File: config.mk
export PLATFORM = sky130hd
export DESIGN_NAME = pcj_unit
export DESIGN_NICKNAME = d
export VERILOG_FILES = /design/src/rtl/pcj_pkg.sv /design/src/rtl/pcj_cond.sv /design/src/rtl/pcj_target.sv /design/src/rtl/pcj_unit.sv
export SDC_FILE = /design/constraint.sdc
export NUM_CORES = 1
export LEC_CHECK = 0
export BUFFER_PORTS_ARGS = -buffer_cell sky130_fd_sc_hd__buf_2
export CORE_ASPECT_RATIO = 2
export CORE_UTILIZATION = 35
export CTS_BUF_LIST = sky130_fd_sc_hd__clkbuf_4
export DETAILED_ROUTE_END_ITERATION = 7
export PLACE_DENSITY = 0.67
export SYNTH_ARGS = -nofsm -noshare
export SYNTH_HDL_FRONTEND = slang
export SYNTH_SLANG_ARGS = --single-unit
export TNS_END_PERCENT = 1
File: constraint.sdc
create_clock -name clk -period 5.31 [get_ports clk]
set_input_delay 1.062 -clock clk [delete_from_list [all_inputs] [get_ports clk]]
set_output_delay 1.062 -clock clk [all_outputs]
set_load 0.01 [all_outputs]
File: src/rtl/pcj_pkg.sv
`timescale 1ns/1ps
package pcj_pkg;
  localparam int PC_W   = 12;
  localparam int BYTE_W = 8;
  localparam int LOW_W  = PC_W - 1;
  localparam int PAGE_W = PC_W - BYTE_W;

  typedef enum logic [3:0] {
    CLS_SEQ    = 4'd0,
    CLS_LJMP   = 4'd1,
    CLS_BANK   = 4'd2,
    CLS_CJMP   = 4'd3,
    CLS_JBIT   = 4'd4,
    CLS_DJNZ   = 4'd5,
    CLS_JTF    = 4'd6,
    CLS_JACC   = 4'd7,
    CLS_TBL_PG = 4'd8,
    CLS_TBL_FX = 4'd9
  } pcj_class_e;

  // Advance within the current bank: bit 11 never changes.
  function automatic logic [PC_W-1:0] bump(input logic [PC_W-1:0] p, input logic [1:0] n);
    logic [LOW_W-1:0] low;
    low = p[LOW_W-1:0] + LOW_W'(n);
    return {p[PC_W-1], low};
  endfunction
endpackage

File: src/rtl/pcj_cond.sv
`timescale 1ns/1ps
module pcj_cond #(
  parameter int NCOND = 4,
  localparam int SEL_W = (NCOND > 1) ? $clog2(NCOND) : 1
) (
  input  pcj_pkg::pcj_class_e cls,
  input  logic [7:0]          op,
  input  logic [7:0]          acc,
  input  logic [NCOND-1:0]    cond_vec,
  input  logic [SEL_W-1:0]    cond_sel,
  input  logic [7:0]          reg_val,
  input  logic                timer_flag,
  output logic [7:0]          reg_dec,
  output logic                take
);
  import pcj_pkg::*;

  assign reg_dec = reg_val - 8'd1;

  always_comb begin
    unique case (cls)
      CLS_LJMP, CLS_JACC: take = 1'b1;
      CLS_CJMP:           take = cond_vec[cond_sel];
      CLS_JBIT:           take = acc[op[7:5]];
      CLS_DJNZ:           take = (reg_dec != 8'd0);
      CLS_JTF:            take = timer_flag;
      default:            take = 1'b0;
    endcase
  end
endmodule

File: src/rtl/pcj_target.sv
`timescale 1ns/1ps
module pcj_target #(
  parameter logic [pcj_pkg::PC_W-1:0] TBL_BASE = 12'h300
) (
  input  pcj_pkg::pcj_class_e         cls,
  input  logic [7:0]                  op,
  input  logic [7:0]                  arg,
  input  logic [7:0]                  acc,
  input  logic                        two,
  input  logic                        take,
  input  logic                        pend,
  input  logic [pcj_pkg::PC_W-1:0]    pc,
  output logic [pcj_pkg::PC_W-1:0]    pc_next,
  output logic                        tbl_load,
  output logic [pcj_pkg::PC_W-1:0]    tbl_next
);
  import pcj_pkg::*;

  logic [PC_W-1:0]   pc1, pc2;
  logic [PAGE_W-1:0] page;

  assign pc1  = bump(pc, 2'd1);
  assign pc2  = bump(pc, 2'd2);
  assign page = pc1[PC_W-1:BYTE_W];

  always_comb begin
    tbl_load = 1'b0;
    tbl_next = {page, acc};
    unique case (cls)
      CLS_LJMP: pc_next = {pend, op[7:5], arg};
      CLS_BANK: pc_next = pc1;
      CLS_CJMP, CLS_JBIT, CLS_DJNZ, CLS_JTF:
                pc_next = take ? {page, arg} : pc2;
      CLS_JACC: pc_next = {page, acc};
      CLS_TBL_PG: begin
        pc_next  = pc1;
        tbl_load = 1'b1;
      end
      CLS_TBL_FX: begin
        pc_next  = pc1;
        tbl_load = 1'b1;
        tbl_next = TBL_BASE + PC_W'(acc);
      end
      default:  pc_next = two ? pc2 : pc1;
    endcase
  end
endmodule

File: src/rtl/pcj_unit.sv
`timescale 1ns/1ps
module pcj_unit #(
  parameter int NCOND = 4,
  parameter logic [11:0] TBL_BASE = 12'h300,
  localparam int SEL_W = (NCOND > 1) ? $clog2(NCOND) : 1
) (
  input  logic             clk,
  input  logic             rst_n,
  input  logic             ins_valid,
  output logic             ins_ready,
  input  logic [3:0]       ins_class,
  input  logic [7:0]       ins_op,
  input  logic [7:0]       ins_arg,
  input  logic             ins_two,
  input  logic [7:0]       acc,
  input  logic [NCOND-1:0] cond_vec,
  input  logic [SEL_W-1:0] cond_sel,
  input  logic [7:0]       reg_val,
  input  logic             timer_flag,
  output logic [7:0]       reg_dec,
  output logic [11:0]      pc,
  output logic             taken,
  output logic             tf_clear,
  output logic             tbl_valid,
  input  logic             tbl_ready,
  output logic [11:0]      tbl_addr
);
  import pcj_pkg::*;

  pcj_class_e      cls;
  logic            accept, take, tbl_load, pend_q;
  logic [PC_W-1:0] pc_q, pc_next, tbl_next;

  assign cls       = pcj_class_e'(ins_class);
  assign ins_ready = !tbl_valid || tbl_ready;
  assign accept    = ins_valid && ins_ready;
  assign pc        = pc_q;

  pcj_cond #(.NCOND(NCOND)) u_cond (
    .cls(cls), .op(ins_op), .acc(acc), .cond_vec(cond_vec), .cond_sel(cond_sel),
    .reg_val(reg_val), .timer_flag(timer_flag), .reg_dec(reg_dec), .take(take)
  );

  pcj_target #(.TBL_BASE(TBL_BASE)) u_tgt (
    .cls(cls), .op(ins_op), .arg(ins_arg), .acc(acc), .two(ins_two), .take(take),
    .pend(pend_q), .pc(pc_q), .pc_next(pc_next), .tbl_load(tbl_load), .tbl_next(tbl_next)
  );

  always_ff @(posedge clk) begin
    if (!rst_n) begin
      pc_q      <= '0;
      pend_q    <= 1'b0;
      taken     <= 1'b0;
      tf_clear  <= 1'b0;
      tbl_valid <= 1'b0;
      tbl_addr  <= '0;
    end else begin
      taken    <= accept && take;
      tf_clear <= accept && take && (cls == CLS_JTF);
      if (accept) begin
        pc_q <= pc_next;
        if (cls == CLS_BANK) pend_q <= ins_op[4];
      end
      if (accept && tbl_load) begin
        tbl_valid <= 1'b1;
        tbl_addr  <= tbl_next;
      end else if (tbl_ready) begin
        tbl_valid <= 1'b0;
      end
    end
  end
endmodule

==> results.cfg, run 1 <==
[run_status]
run_status = finished clean

[global_route]
first_global_vias = 2617
grt_total_usage_pct = 22.4
antenna_found_initial = 1
grt_max_degree = 31
globalRoute.totalOverflow = 0
wire_length_of_the_first_global_routing_pass_mm = 12.2

[clocking]
tritoncts = built
clk_root_buffer_cell = clkbuf_4
clk_pin_slew_ns = 0.17
clock-sinks = 28
h-tree-depth = 1
worstSkewPairLatency_ns = 0.36
cts_post_setup_buffers_inserted = 0
number_of_clock_buffers_inserted_by_tritoncts = 3
cts_buffer_depth = 2
cts-resized-gates = 0
post_cts_hold_buffer_count = 0

[detailed_routing]
vias_cell = 5.66
remaining_design_rule_violation_count = 0
drt_first_pass_iters = 5
drt-met1-wl_mm = 2.78
detail_route.iter0.violations = 178
topRoutingLayerUsed = met4
drt_wl_total_mm = 7.43
met2_wire_len_mm = 3.90
via_count = 2604
met3_wirelength_um = 397
wl_per_cell_um = 16.2
antenna_violating_nets_post_route = 0

[synthesis]
synthDistinctLibCells = 65
synth_cells = 310
synthesis.area_per_instance_sq_um = 7.54
ys_seq_area_share_pct = 24.0
ys.flop_type = dfxtp_1
share_of_synthesized_registers_carrying_an_async_set_or_reset_pct = 0
postSynthRegisterBits = 28
postSynthNetCount = 362
yosysWarningCount = 0
synth_edf_count = 0
post_synth_instance_area_sq_um = 2340

[placed_design]
port_buffers = 79
place.detailed.hpwl_mm = 5.71
placedCellCount = 455
gp_congestion = 0.940
pre_cts_slack_ns = 1.51

[critical_path]
critical_path.top_delay_family = compound AO/OA/AOI/OAI gates
critPathCaptureType = flip-flop
critPathLaunch = reg_val[0]
rrSetupSlack_ns = 2.81
crit-reg2reg-launch = pc[1]$_SDFFE_PN0P_
critPathSlowestCell = or3b_2
crit_buf_inv = 3
crit_path_start_kind = input port
critical_path_arrival_ns = 3.66
r2r_end = pc[9]$_SDFFE_PN0P_
number_of_cells_on_the_worst_reg_to_reg_path = 8
worst-setup-path-type = in2reg
cp_max_fo = 11
cpPeakStageDelay_ns = 0.48
cp_cell_sequence = buf_2 > inv_1 > ha_1 > or3b_2 > a211o_1 > o311ai_1 > o2111ai_1 > buf_4 > or3_1 > a222oi_1 > o31ai_1
worst_ep_required_time_ns = 5.58

[sta]
timing.final.crit_share_pct = 63.9
setup_viol = 0
timing.clock.skew_ns = 0.0109
maxClockFrequency_mhz = 295
timing.max_slew.rel_slack_pct = 29.4
setup_total_negative_slack_ns = 0
hold_viol_final = 0
report.final.slew_viol_count = 0
final.min_clock_period_ns = 3.39
setup_repair_after_global_routing_missed_its_margin = no
timing_worst_slew_pin_value_ns = 1.06
post-route-worst-setup-slack_ns = 1.92

[finish]
final_util_pct = 43.9
area.sequential_sq_um = 561
filler_cell_count = 704
flow.area_growth_from_synthesis_pct = 19.4
multiInputGateArea_sq_um = 1650
nNetsFinal = 426
fraction_of_layout_instances_using_a_drive_strength_above_1_pct = 26.5
post_layout_nonfiller_instances = 460

[power_and_ir_drop]
irDropWorstVdd_mv = 0.149
cellLeakagePower_nw = 1.14
design_power_total_mw = 0.502
powerDensity_nw_per_um2 = 180

[floorplanning]
design.portCount = 84
die_width_um = 59.8
core-area_sq_um = 6360
die-area_sq_um = 7030
std_cell_rows = 41
die_h_um = 118
floorplan.initialDensity_pct = 36.8

[hold_path]
worst_hold_path.num_cells = 2
timing.hold.worst.start = tbl_addr[0]$_SDFFE_PN0P_
min-delay-path-class = reg2reg
hold_end = tbl_addr[0]$_SDFFE_PN0P_

[run]
cap_violations = 0
cell usage in the layout (no fill, tap or decap), types with 3 or more instances in the layout:
master and n:
buf_2 79, nor3b_1 4, ha_1 4, o211ai_1 5, inv_1 9, nor2b_1 3
a21oi_1 18, nand4_1 4, dfxtp_1 28, nand3_1 14, a21boi_0 12, a221oi_1 3
nor2_1 20, xnor2_1 10, nand2_1 42, o21ai_0 18, and3_1 3, a31oi_1 3
xor2_1 9, nand2b_1 3, a211o_1 3, mux2_2 3, mux2i_1 6, mux4_2 3
nor3_1 11, o31ai_1 4, clkbuf_4 3
per-stage QoR:
stage	area [sq um]	hold WS, ns
2_1_floorplan	2340	0.452
3_3_place_gp	2760	0.452
3_5_place_dp	2760	0.460
4_1_cts	2790	0.482
5_1_grt	2790	0.502
6_report	2790	0.479
sequential cells by signal, summed over array words and instances, names as in the netlist:
name / flops
taken: 1
tbl_valid: 1
tf_clear: 1
pend_q: 1
tbl_addr: 12
pc: 12
layout make-up:
type,instances,area share (%)
multi-input combinational,251,59.1
sequential,28,20.1
timing repair buffer,81,14.7
tap,86,3.85
inverter,9,1.21
clock buffer,3,0.807
clock inverter,1,0.134
antenna,1,0.0896
cell usage after synthesis, drive strengths merged, types with 3 or more instances:
library cell,n,area share (%)
nor2,21,3.7
mux2i,6,2.6
a21boi,12,3.9
a21oi,19,4.2
inv,9,1.4
mux4,3,2.9
nor3b,4,1.3
dfxtp,28,24
clkbuf,20,3.2
ha,4,2.1
a211o,3,1.1
and3,3,0.80
xor2,9,3.4
nand2,42,6.7
o31ai,4,1.3
a31oi,3,0.80
nand3,14,3.0
o211ai,5,1.6
nand2b,3,0.80
nor2b,3,0.80
a221oi,4,1.8
xnor2,10,3.7
nor3,11,2.4
mux2,3,1.4
nand4,4,1.1
o21ai,20,4.4
worst register-to-register path: cells and delay by family (launching register included):
kind,cells,cell delay (ns)
AND/OR/NAND/NOR,3,0.71
flip-flops,1,0.60
AO/OA/AOI/OAI,3,0.46
adder cells (fa/ha/maj),1,0.36
XOR/XNOR,1,0.31
cell families (layout without fill, tap and decap cells):
family	after synthesis	count (layout)	share of synthesized area [%]
mux	12	12	6.90
fa+ha+maj	4	4	2.14
buf+inv	31	94	5.46
other cells	0	1	0
flops	28	28	24.0
simple gates	122	122	26.5
compound gates	94	94	27.9
xor+xnor	19	19	7.12
worst max-delay path by stage:
stage | to | cells past startpoint
finish | pc[0]$_SDFFE_PN0P_ | 11
global route | pc[0]$_SDFFE_PN0P_ | 11
CTS | pc[0]$_SDFFE_PN0P_ | 11
detailed placement | pc[0]$_SDFFE_PN0P_ | 11
global placement | pc[0]$_SDFFE_PN0P_ | 11
floorplan | pc[0]$_SDFFE_PN0P_ | 10
power breakdown:
group / leakage (nW) / total, mW / switching, mW / internal, mW
Clock: 0.0154 / 0.101 / 0.0728 / 0.0279
Sequential: 0.228 / 0.240 / 0.0198 / 0.220
Combinational: 0.901 / 0.162 / 0.0930 / 0.0685
Total: 1.14 / 0.502 / 0.186 / 0.317
layer usage:
layer  vias up  GRT usage, %
met5         -             0
met2       103          38.8
li1       1268             -
met4         0          13.7
met1      1211          25.1
met3        22          1.54
Power figures use the tool's default switching activity.
==> run 2: changes to the inputs <==
--- a/config.mk
+++ b/config.mk
@@ -10,7 +10,7 @@
 export CORE_UTILIZATION = 35
 export CTS_BUF_LIST = sky130_fd_sc_hd__clkbuf_4
 export DETAILED_ROUTE_END_ITERATION = 7
-export PLACE_DENSITY = 0.67
+export PLACE_DENSITY = 0.69
 export SYNTH_ARGS = -nofsm -noshare
 export SYNTH_HDL_FRONTEND = slang
 export SYNTH_SLANG_ARGS = --single-unit
==> constraint.sdc (replaced) <==
create_clock -name clk -period 2.8 [get_ports clk]
set_input_delay 0.56 -clock clk [delete_from_list [all_inputs] [get_ports clk]]
set_output_delay 0.56 -clock clk [all_outputs]
set_load 0.01 [all_outputs]
==> results.cfg, run 2 (synthesized netlist as in run 1, its figures left out) <==
[sta]
post-route-worst-setup-slack_ns = 0.347
setup_repair_after_global_routing_missed_its_margin = no
final.min_clock_period_ns = 2.45
timing_worst_slew_pin_value_ns = 0.638
maxClockFrequency_mhz = 408
report.final.slew_viol_count = 0
timing.clock.skew_ns = 0.00835
timing.max_slew.rel_slack_pct = 57.5
hold_viol_final = 0
timing.final.crit_share_pct = 87.6
setup_viol = 0

[floorplanning]
core-area_sq_um = 6360
die-area_sq_um = 7030
design.portCount = 84
std_cell_rows = 41
die_width_um = 59.8
floorplan.initialDensity_pct = 36.8
die_h_um = 118

[detailed_routing]
vias_cell = 5.67
detail_route.iter0.violations = 169
drt_wl_total_mm = 7.94
wl_per_cell_um = 16.3
drt_first_pass_iters = 4
antenna_violating_nets_post_route = 0
remaining_design_rule_violation_count = 0
via_count = 2760

[global_route]
grt_total_usage_pct = 23.4
first_global_vias = 2627
antenna_found_initial = 1
globalRoute.totalOverflow = 0
grt_max_degree = 20
wire_length_of_the_first_global_routing_pass_mm = 12.5

[critical_path]
critical_path_arrival_ns = 2.76
crit_path_start_kind = flip-flop
critPathCaptureType = flip-flop
worst_ep_required_time_ns = 3.10
cp_max_fo = 9
worst-setup-path-type = reg2reg

[power_and_ir_drop]
powerDensity_nw_per_um2 = 362
cellLeakagePower_nw = 1.29
design_power_total_mw = 1.09
irDropWorstVdd_mv = 0.283

[clocking]
worstSkewPairLatency_ns = 0.37
tritoncts = built
clock-sinks = 28
cts_post_setup_buffers_inserted = 0
cts_buffer_depth = 2
clk_pin_slew_ns = 0.17
post_cts_hold_buffer_count = 0
cts-resized-gates = 0
h-tree-depth = 1
clk_root_buffer_cell = clkbuf_4
number_of_clock_buffers_inserted_by_tritoncts = 3

[finish]
fraction_of_layout_instances_using_a_drive_strength_above_1_pct = 31.8
layout_common_cells = buf_2 (79), nand2_1 (42), buf_4 (29)
nNetsFinal = 453
mostFrequentLayoutCell = buf_2
flow.area_growth_from_synthesis_pct = 29.2

[run_status]
run_status = finished clean

[placed_design]
port_buffers = 79
gp_congestion = 1.02
pre_cts_slack_ns = -0.0295
place.detailed.hpwl_mm = 6.30

[hold_path]
min-delay-path-class = in2reg

[run]
cap_violations = 0
-- run 2: cell types whose count changed in the layout (fill, tap and decap cells not counted) --
cell | before | now
buf_4 | 2 | 29
clkinv_1 | 1 | 0
bufinv_16 | 0 | 1
-- run 2: worst paths after layout --
kind	startpoint	end	slack, ns	depth (start not counted)
worst max register to register	pc[1]$_SDFFE_PN0P_	pc[9]$_SDFFE_PN0P_	0.35	8
worst min-delay path	ins_arg[6]	pc[6]$_SDFFE_PN0P_	0.45	3
worst max-delay path	pc[1]$_SDFFE_PN0P_	pc[9]$_SDFFE_PN0P_	0.35	8
worst min register to register	tbl_addr[0]$_SDFFE_PN0P_	tbl_addr[0]$_SDFFE_PN0P_	0.48	2
-- run 2: power by group --
part	total, mW	switching [mW]	internal (mW)
Clock	0.292	0.147	0.145
Sequential	0.443	0.0257	0.418
Combinational	0.358	0.198	0.160
-- run 2: critical path: stages (launching register included) --
cell	delay (ns)
dfxtp_1	0.56
ha_1	0.35
and3_1	0.26
and3_1	0.35
nand4_1	0.16
xnor2_1	0.30
o41ai_1	0.14
a21o_1	0.20
o211ai_1	0.08
-- run 2: stage by stage --
step / TNS (ns) / instances / hold WS [ns] / utilization (%) / cell area [sq um]
2_1_floorplan: 0 / 310 / 0.452 / - / 2340
3_3_place_gp: 0 / 482 / 0.450 / 46.6 / 2970
3_5_place_dp: -0.0511 / 482 / 0.464 / 46.6 / 2970
4_1_cts: 0 / 486 / 0.447 / 47.4 / 3020
5_1_grt: 0 / 487 / 0.436 / 47.5 / 3020
6_report: 0 / 487 / 0.446 / 47.5 / 3020
-- run 2: area by class of cell --
type / count / area [sq um]
fill: 703 / 3340
multi-input combinational: 251 / 1650
timing repair buffer: 108 / 613
sequential: 28 / 561
tap: 86 / 108
inverter: 9 / 33.8
clock inverter: 1 / 30.0
clock buffer: 3 / 22.5
antenna: 1 / 2.50
-- run 2: metal layers --
metal / wire length [um] / GRT usage (%) / vias to the layer above
met2: 4080 / 38.9 / 118
met1: 2970 / 25.9 / 1280
met5: 0 / 0 / -
met3: 375 / 1.87 / 33
li1: - / - / 1329
met4: 517 / 18.0 / 0
